**src/rtl/fts_pkg.sv**
```systemverilog
package fts_pkg;

   // Selected/write state held between edges
   typedef struct packed {
      logic sel;
      logic wr;
   } cyc_t;

   // Low address bits for beat k of a burst based at b
   function automatic logic [1:0] beat_lo(input logic [1:0] b,
                                          input logic [1:0] k,
                                          input logic       ilv);
      return ilv ? (b ^ k) : (b + k);
   endfunction

endpackage

```
**src/rtl/fts_wr_decode.sv**
```systemverilog
module fts_wr_decode #(
   parameter int NB = 4
) (
   input  logic          gwr_n,
   input  logic          bwe_n,
   input  logic [NB-1:0] ben_n,
   output logic [NB-1:0] lane_we,
   output logic          any_wr
);
   always_comb begin
      if (!gwr_n)      lane_we = '1;
      else if (!bwe_n) lane_we = ~ben_n;
      else             lane_we = '0;
   end
   assign any_wr = |lane_we;
endmodule

```
**src/rtl/fts_burst_ctr.sv**
```systemverilog
module fts_burst_ctr (
   input  logic       clk,
   input  logic       rst_n,
   input  logic       en,
   input  logic       load,
   input  logic [1:0] load_lo,
   input  logic       ilv_i,
   input  logic       adv,
   output logic [1:0] cur_lo,
   output logic [1:0] nxt_lo
);
   import fts_pkg::*;

   logic [1:0] base_q;
   logic [1:0] cnt_q;
   logic       ilv_q;

   assign cur_lo = beat_lo(base_q, cnt_q, ilv_q);

   always_comb begin
      if (load)     nxt_lo = load_lo;
      else if (adv) nxt_lo = beat_lo(base_q, cnt_q + 2'd1, ilv_q);
      else          nxt_lo = cur_lo;
   end

   always_ff @(posedge clk or negedge rst_n) begin
      if (!rst_n) begin
         base_q <= '0;
         cnt_q  <= '0;
         ilv_q  <= 1'b0;
      end else if (en) begin
         if (load) begin
            base_q <= load_lo;
            cnt_q  <= '0;
            ilv_q  <= ilv_i;
         end else if (adv) begin
            cnt_q <= cnt_q + 2'd1;
         end
      end
   end
endmodule

```
**src/rtl/fts_array.sv**
```systemverilog
module fts_array #(
   parameter int AW = 6,
   parameter int DW = 32,
   parameter int NB = 4
) (
   input  logic          clk,
   input  logic          we,
   input  logic [NB-1:0] lane_we,
   input  logic [AW-1:0] waddr,
   input  logic [DW-1:0] wdata,
   input  logic [AW-1:0] raddr,
   output logic [DW-1:0] rdata
);
   localparam int LW    = DW / NB;
   localparam int DEPTH = 1 << AW;

   for (genvar g = 0; g < NB; g++) begin : g_lane
      logic [LW-1:0] mem [DEPTH];

      always_ff @(posedge clk) begin
         if (we && lane_we[g]) mem[waddr] <= wdata[g*LW +: LW];
      end

      assign rdata[g*LW +: LW] = mem[raddr];
   end
endmodule

```
**src/rtl/fts_sram.sv**
```systemverilog
module fts_sram #(
   parameter int AW = 6,
   parameter int DW = 32,
   parameter int NB = 4
) (
   input  logic          clk,
   input  logic          rst_n,
   input  logic [AW-1:0] addr_i,
   input  logic          proc_strb_n,
   input  logic          ctrl_strb_n,
   input  logic          adv_n,
   input  logic          ce1_n,
   input  logic          ce2_hi,
   input  logic          ce3_n,
   input  logic          gwr_n,
   input  logic          bwe_n,
   input  logic [NB-1:0] ben_n,
   input  logic          oe_n,
   input  logic          sleep_i,
   input  logic          order_ilv,
   input  logic [DW-1:0] wdata_i,
   output logic [DW-1:0] rdata_o,
   output logic          drive_o
);
   import fts_pkg::*;

   localparam int HW = AW - 2;

   if (AW < 3) begin : g_bad_aw
      $error("fts_sram: AW must be at least 3");
   end
   if (DW % NB != 0) begin : g_bad_dw
      $error("fts_sram: DW must divide evenly into NB lanes");
   end

   cyc_t          cyc_q, cyc_d;
   logic [HW-1:0] hi_q, hi_d;
   logic [1:0]    cur_lo, nxt_lo;
   logic [NB-1:0] lane_we;
   logic          any_wr;
   logic [DW-1:0] arr_rd;

   logic awake, ce_ok, proc_go, start, load, adv_go;

   assign awake   = !sleep_i;
   assign ce_ok   = !ce1_n && ce2_hi && !ce3_n;
   assign proc_go = !ce1_n && !proc_strb_n;
   assign start   = proc_go || !ctrl_strb_n;
   assign load    = start && ce_ok;
   assign adv_go  = !start && cyc_q.sel && !adv_n;

   fts_wr_decode #(.NB(NB)) u_wdec (
      .gwr_n   (gwr_n),
      .bwe_n   (bwe_n),
      .ben_n   (ben_n),
      .lane_we (lane_we),
      .any_wr  (any_wr)
   );

   always_comb begin
      if (start) begin
         cyc_d.sel = ce_ok;
         cyc_d.wr  = ce_ok && !proc_go && any_wr;
      end else begin
         cyc_d.sel = cyc_q.sel;
         cyc_d.wr  = cyc_q.sel && any_wr;
      end
      hi_d = load ? addr_i[AW-1:2] : hi_q;
   end

   fts_burst_ctr u_bctr (
      .clk     (clk),
      .rst_n   (rst_n),
      .en      (awake),
      .load    (load),
      .load_lo (addr_i[1:0]),
      .ilv_i   (order_ilv),
      .adv     (adv_go),
      .cur_lo  (cur_lo),
      .nxt_lo  (nxt_lo)
   );

   always_ff @(posedge clk or negedge rst_n) begin
      if (!rst_n) begin
         cyc_q <= '0;
         hi_q  <= '0;
      end else if (awake) begin
         cyc_q <= cyc_d;
         hi_q  <= hi_d;
      end
   end

   fts_array #(.AW(AW), .DW(DW), .NB(NB)) u_mem (
      .clk     (clk),
      .we      (awake && cyc_d.sel && cyc_d.wr),
      .lane_we (lane_we),
      .waddr   ({hi_d, nxt_lo}),
      .wdata   (wdata_i),
      .raddr   ({hi_q, cur_lo}),
      .rdata   (arr_rd)
   );

   assign drive_o = awake && cyc_q.sel && !cyc_q.wr && !oe_n;
   assign rdata_o = drive_o ? arr_rd : '0;
endmodule

```
**config.mk**
```make
export PLATFORM = sky130hd
export DESIGN_NAME = fts_sram
export DESIGN_NICKNAME = d
export VERILOG_FILES = /design/src/rtl/fts_pkg.sv /design/src/rtl/fts_wr_decode.sv /design/src/rtl/fts_burst_ctr.sv /design/src/rtl/fts_array.sv /design/src/rtl/fts_sram.sv
export SDC_FILE = /design/constraint.sdc
export NUM_CORES = 2
export LEC_CHECK = 0
export BUFFER_PORTS_ARGS = -buffer_cell sky130_fd_sc_hd__buf_2
export CORE_UTILIZATION = 40
export DETAILED_ROUTE_END_ITERATION = 7
export PLACE_DENSITY = 0.57
export SLEW_MARGIN = 25
export SYNTH_ARGS = -nofsm -noshare
export SYNTH_HDL_FRONTEND = slang
export SYNTH_HIERARCHICAL = 1
export SYNTH_SLANG_ARGS = --single-unit
```
**constraint.sdc**
```tcl
create_clock -name clk -period 2.8 [get_ports clk]
set_input_delay 0 -clock clk [delete_from_list [all_inputs] [get_ports clk]]
set_output_delay 0 -clock clk [all_outputs]
set_load 0.02 [all_outputs]
```
==> out/qor.yml <==
clock_path_buffers: 3
vdd_ir_drop_max_uv: 637
setup_viol: 1948
dp_hpwl_um: 160000
synth_edf_count: 2048
synth_cell_types: 56
clk_latency_ps: 850
drt_drc_violations_left: 0
drive_gt1_frac: 0.481
violations: "setup timing"
fmax_mhz: 257
register_area_um2: 61800
synth_cells: 3679
ant_nets: 0
dp_slack_ps: -1300
cp_top_family: "buffers and inverters"
worstMarginPinSlew_ps: 980
drt-total-wl_um: 248000
antenna_found_initial: 14
crit_required_ps: 2800
root_buffer: "clkbuf_16"
critPathSlowestCell: "mux4_2"
die_w_um: 448
ys_seq_elements: 2059
grt_start_max_net_pins: 65
via_per_inst: 5.81
status: "finished with violations"
multi_input_area_um2: 20200
cts_buffers: 209
dieArea_um2: 201000
fillers: 15000
leakagePower_nw: 34.3
die_h_um: 448
finalCritPeriodShare: 1.39
rsz0062_at_grt: "yes"
synthArstFlopShare: 0.00534
grt_pass1_vias: 43500
vias: 44200
worst_slack_ps: -1090
cp.arrival_ps: 3890
ys.flop_type: "edfxtp_1"
grt.total_usage: 0.248
drv_cap: 0
grt_pass1_wl_um: 344000
clock-sinks: 2059
grt_use_met1: 0.336
clock_skew_ps: 42.7
pin_count: 88
core-area_um2: 198000
fin_crit_ps: 3890
grt-busiest-layer: "met2"
h-tree-depth: 4
crit_path_max_fanout: 13
worst-path-buf-inv: 6
holdWs_ps: 91.8
place_congestion: 0.914
cts_tree: "built"
grt-ovfl-total: 0
syn_to_final_growth_pct: 32.2
critPathMaxStageDelay_ps: 540
drt_iter0_drc: 5609
syn-num-nets: 3736
cp-start-kind: "register"
syn_area_per_cell_um2: 21.6
syn_area_um2: 79600
wl_per_cell_um: 32.6
crit_type: "register to output port"
firstDrtPassIters: 6
yosys_warnings: 6
start_util: 0.403
clkTransAtPathRegs_ps: 60
slew_viol_final: 0
final_net_count: 4845
fp-row-count: 163
grt_use_met2: 0.398
yosysSeqAreaShare: 0.776
cp_common_cell: "buf_16"
end_kind: "output port"
slew_headroom: 0.347
io_buffers: 87
final-hold-violation-count: 0
hold_path_class: "input port to register"
cp_cell_sequence: "buf_6 > ha_4 > inv_12 > buf_16 > buf_16 > mux4_2 > mux2i_4 > o22ai_2 > a211oi_2 > buf_4 > a221oi_1 > and2_2 > buf_2"
met3_usage: 0.0438
power_per_cell_area_nw_per_um2: 855
## power breakdown
| group | internal [W] | switching [W] | total (W) | leakage (nW) |
|---|---|---|---|---|
| Sequential | 0.0340 | 0.0000885 | 0.0341 | 18.5 |
| Combinational | 0.0150 | 0.0142 | 0.0291 | 12.6 |
| Clock | 0.0150 | 0.0119 | 0.0268 | 3.18 |
| Total | 0.0639 | 0.0261 | 0.0900 | 34.3 |
## cells in the final DEF, fill, tap and decap left out, types with 42 or more instances in the layout
| cell type | count |
|---|---|
| buf_2 | 46 |
| clkbuf_1 | 45 |
| buf_6 | 205 |
| nor2_4 | 172 |
| o22ai_2 | 53 |
| buf_12 | 194 |
| nor2_1 | 68 |
| edfxtp_1 | 2048 |
| clkinv_1 | 50 |
| dlygate4sd3_1 | 59 |
| nor2_2 | 42 |
| clkbuf_16 | 214 |
| buf_4 | 470 |
| o22ai_1 | 47 |
| mux4_2 | 509 |
| buf_8 | 76 |
| buf_16 | 49 |
## metal layers
layer,vias up,share of wire
met4,2,0.043
met1,23700,0.38
met3,430,0.089
li1,17700,-
met5,-,0.000052
met2,2254,0.48
## path summary, 6_finish.rpt
check	start	to	slack (ps)	depth (start not counted)
worst max-delay path	u_bctr/base_q[0]	rdata_o[28]	-1090	13
worst min-delay path	wdata_i[3]	u_mem/g_lane[0].mem[15][3]	90	2
worst max register to register	cyc_q[1]	u_mem/g_lane[3].mem[34][1]	-270	14
worst min register to register	u_bctr/cnt_q[0]	u_bctr/cnt_q[0]	700	2
max in group asynchronous	rst_n	hi_q[0]	1940	3
min in group asynchronous	rst_n	cyc_q[1]	300	3
## state kept, by name, indices dropped and copies added, names as in the netlist
name / count
u_mem/g_lane.mem: 2048
hi_q: 4
cyc_q: 2
u_bctr/base_q: 2
u_bctr/cnt_q: 2
u_bctr/ilv_q: 1
## cells by family (layout without fill, tap and decap cells)
kind of cell             after synthesis  after routing  share of synthesized area
flip-flops                          2059           2059                      0.776
multiplexers                         588            588                      0.154
other                                  0              8                          0
buffers and inverters                220           1498                     0.0144
XOR/XNOR                               4              4                   0.000440
AND/OR/NAND/NOR                      505            505                     0.0284
AO/OA/AOI/OAI                        301            301                     0.0261
adder cells (fa/ha/maj)                2              2                   0.000314
## layout make-up
class	count	area share
diodes	8	0.000190
clock buffers	256	0.0518
clock inverters	124	0.0103
inverters	7	0.000368
multi-input cells	1400	0.192
flip-flops and latches	2059	0.587
well taps	2640	0.0314
repair buffers	1110	0.127
repair inverters	1	0.000107
## synthesized netlist by cell type, types with 4 or more instances
cell	count	area, um^2
mux2i_1	55	551
o22ai_1	114	713
clkbuf_1	95	357
nand2_1	87	327
mux4_2	509	11500
nand2b_1	9	56.3
nand3_1	18	90.1
and3b_1	4	35.0
nor3b_1	6	45.0
or2_2	4	25.0
a211oi_1	4	30.0
a221oi_1	17	149
mux2_2	21	236
buf_4	47	353
nor2_1	282	1060
nor2b_1	7	43.8
a21oi_1	34	170
a22o_1	9	78.8
o21ai_0	25	125
buf_2	51	255
nor4_1	21	131
o22a_1	21	184
buf_6	11	124
and2_1	34	213
o221ai_1	22	193
edfxtp_1	2048	61500
buf_1	9	33.8
a22oi_1	34	255
nor3_1	14	70.1
inv_1	7	26.3
and4_1	5	43.8
dfrtp_1	11	275
## stage by stage
step                cell area (um^2)  power (W)  std cells  utilization  setup TNS (ps)
floorplan                      79600     0.0469       3679            -          -39170
global placement               89300     0.0572       6926        0.452         -533810
detailed placement             89400     0.0572       6926        0.452         -568780
CTS                           104000     0.0892       7558        0.525          -77730
global route                  105000     0.0925       7600        0.533         -445610
finish                        105000     0.0900       7605        0.533         -271720
## timing repair
item,4_1_cts,5_1_grt
endpoints found under the setup margin,2073,2080
endpoints found under the hold margin,1763,0
pin swaps,158,72
resized for setup,1084,215
hold buffers,59,0
setup buffers,173,43
gates cloned,32,3
Note: power is estimated with default switching activity, not from simulation.
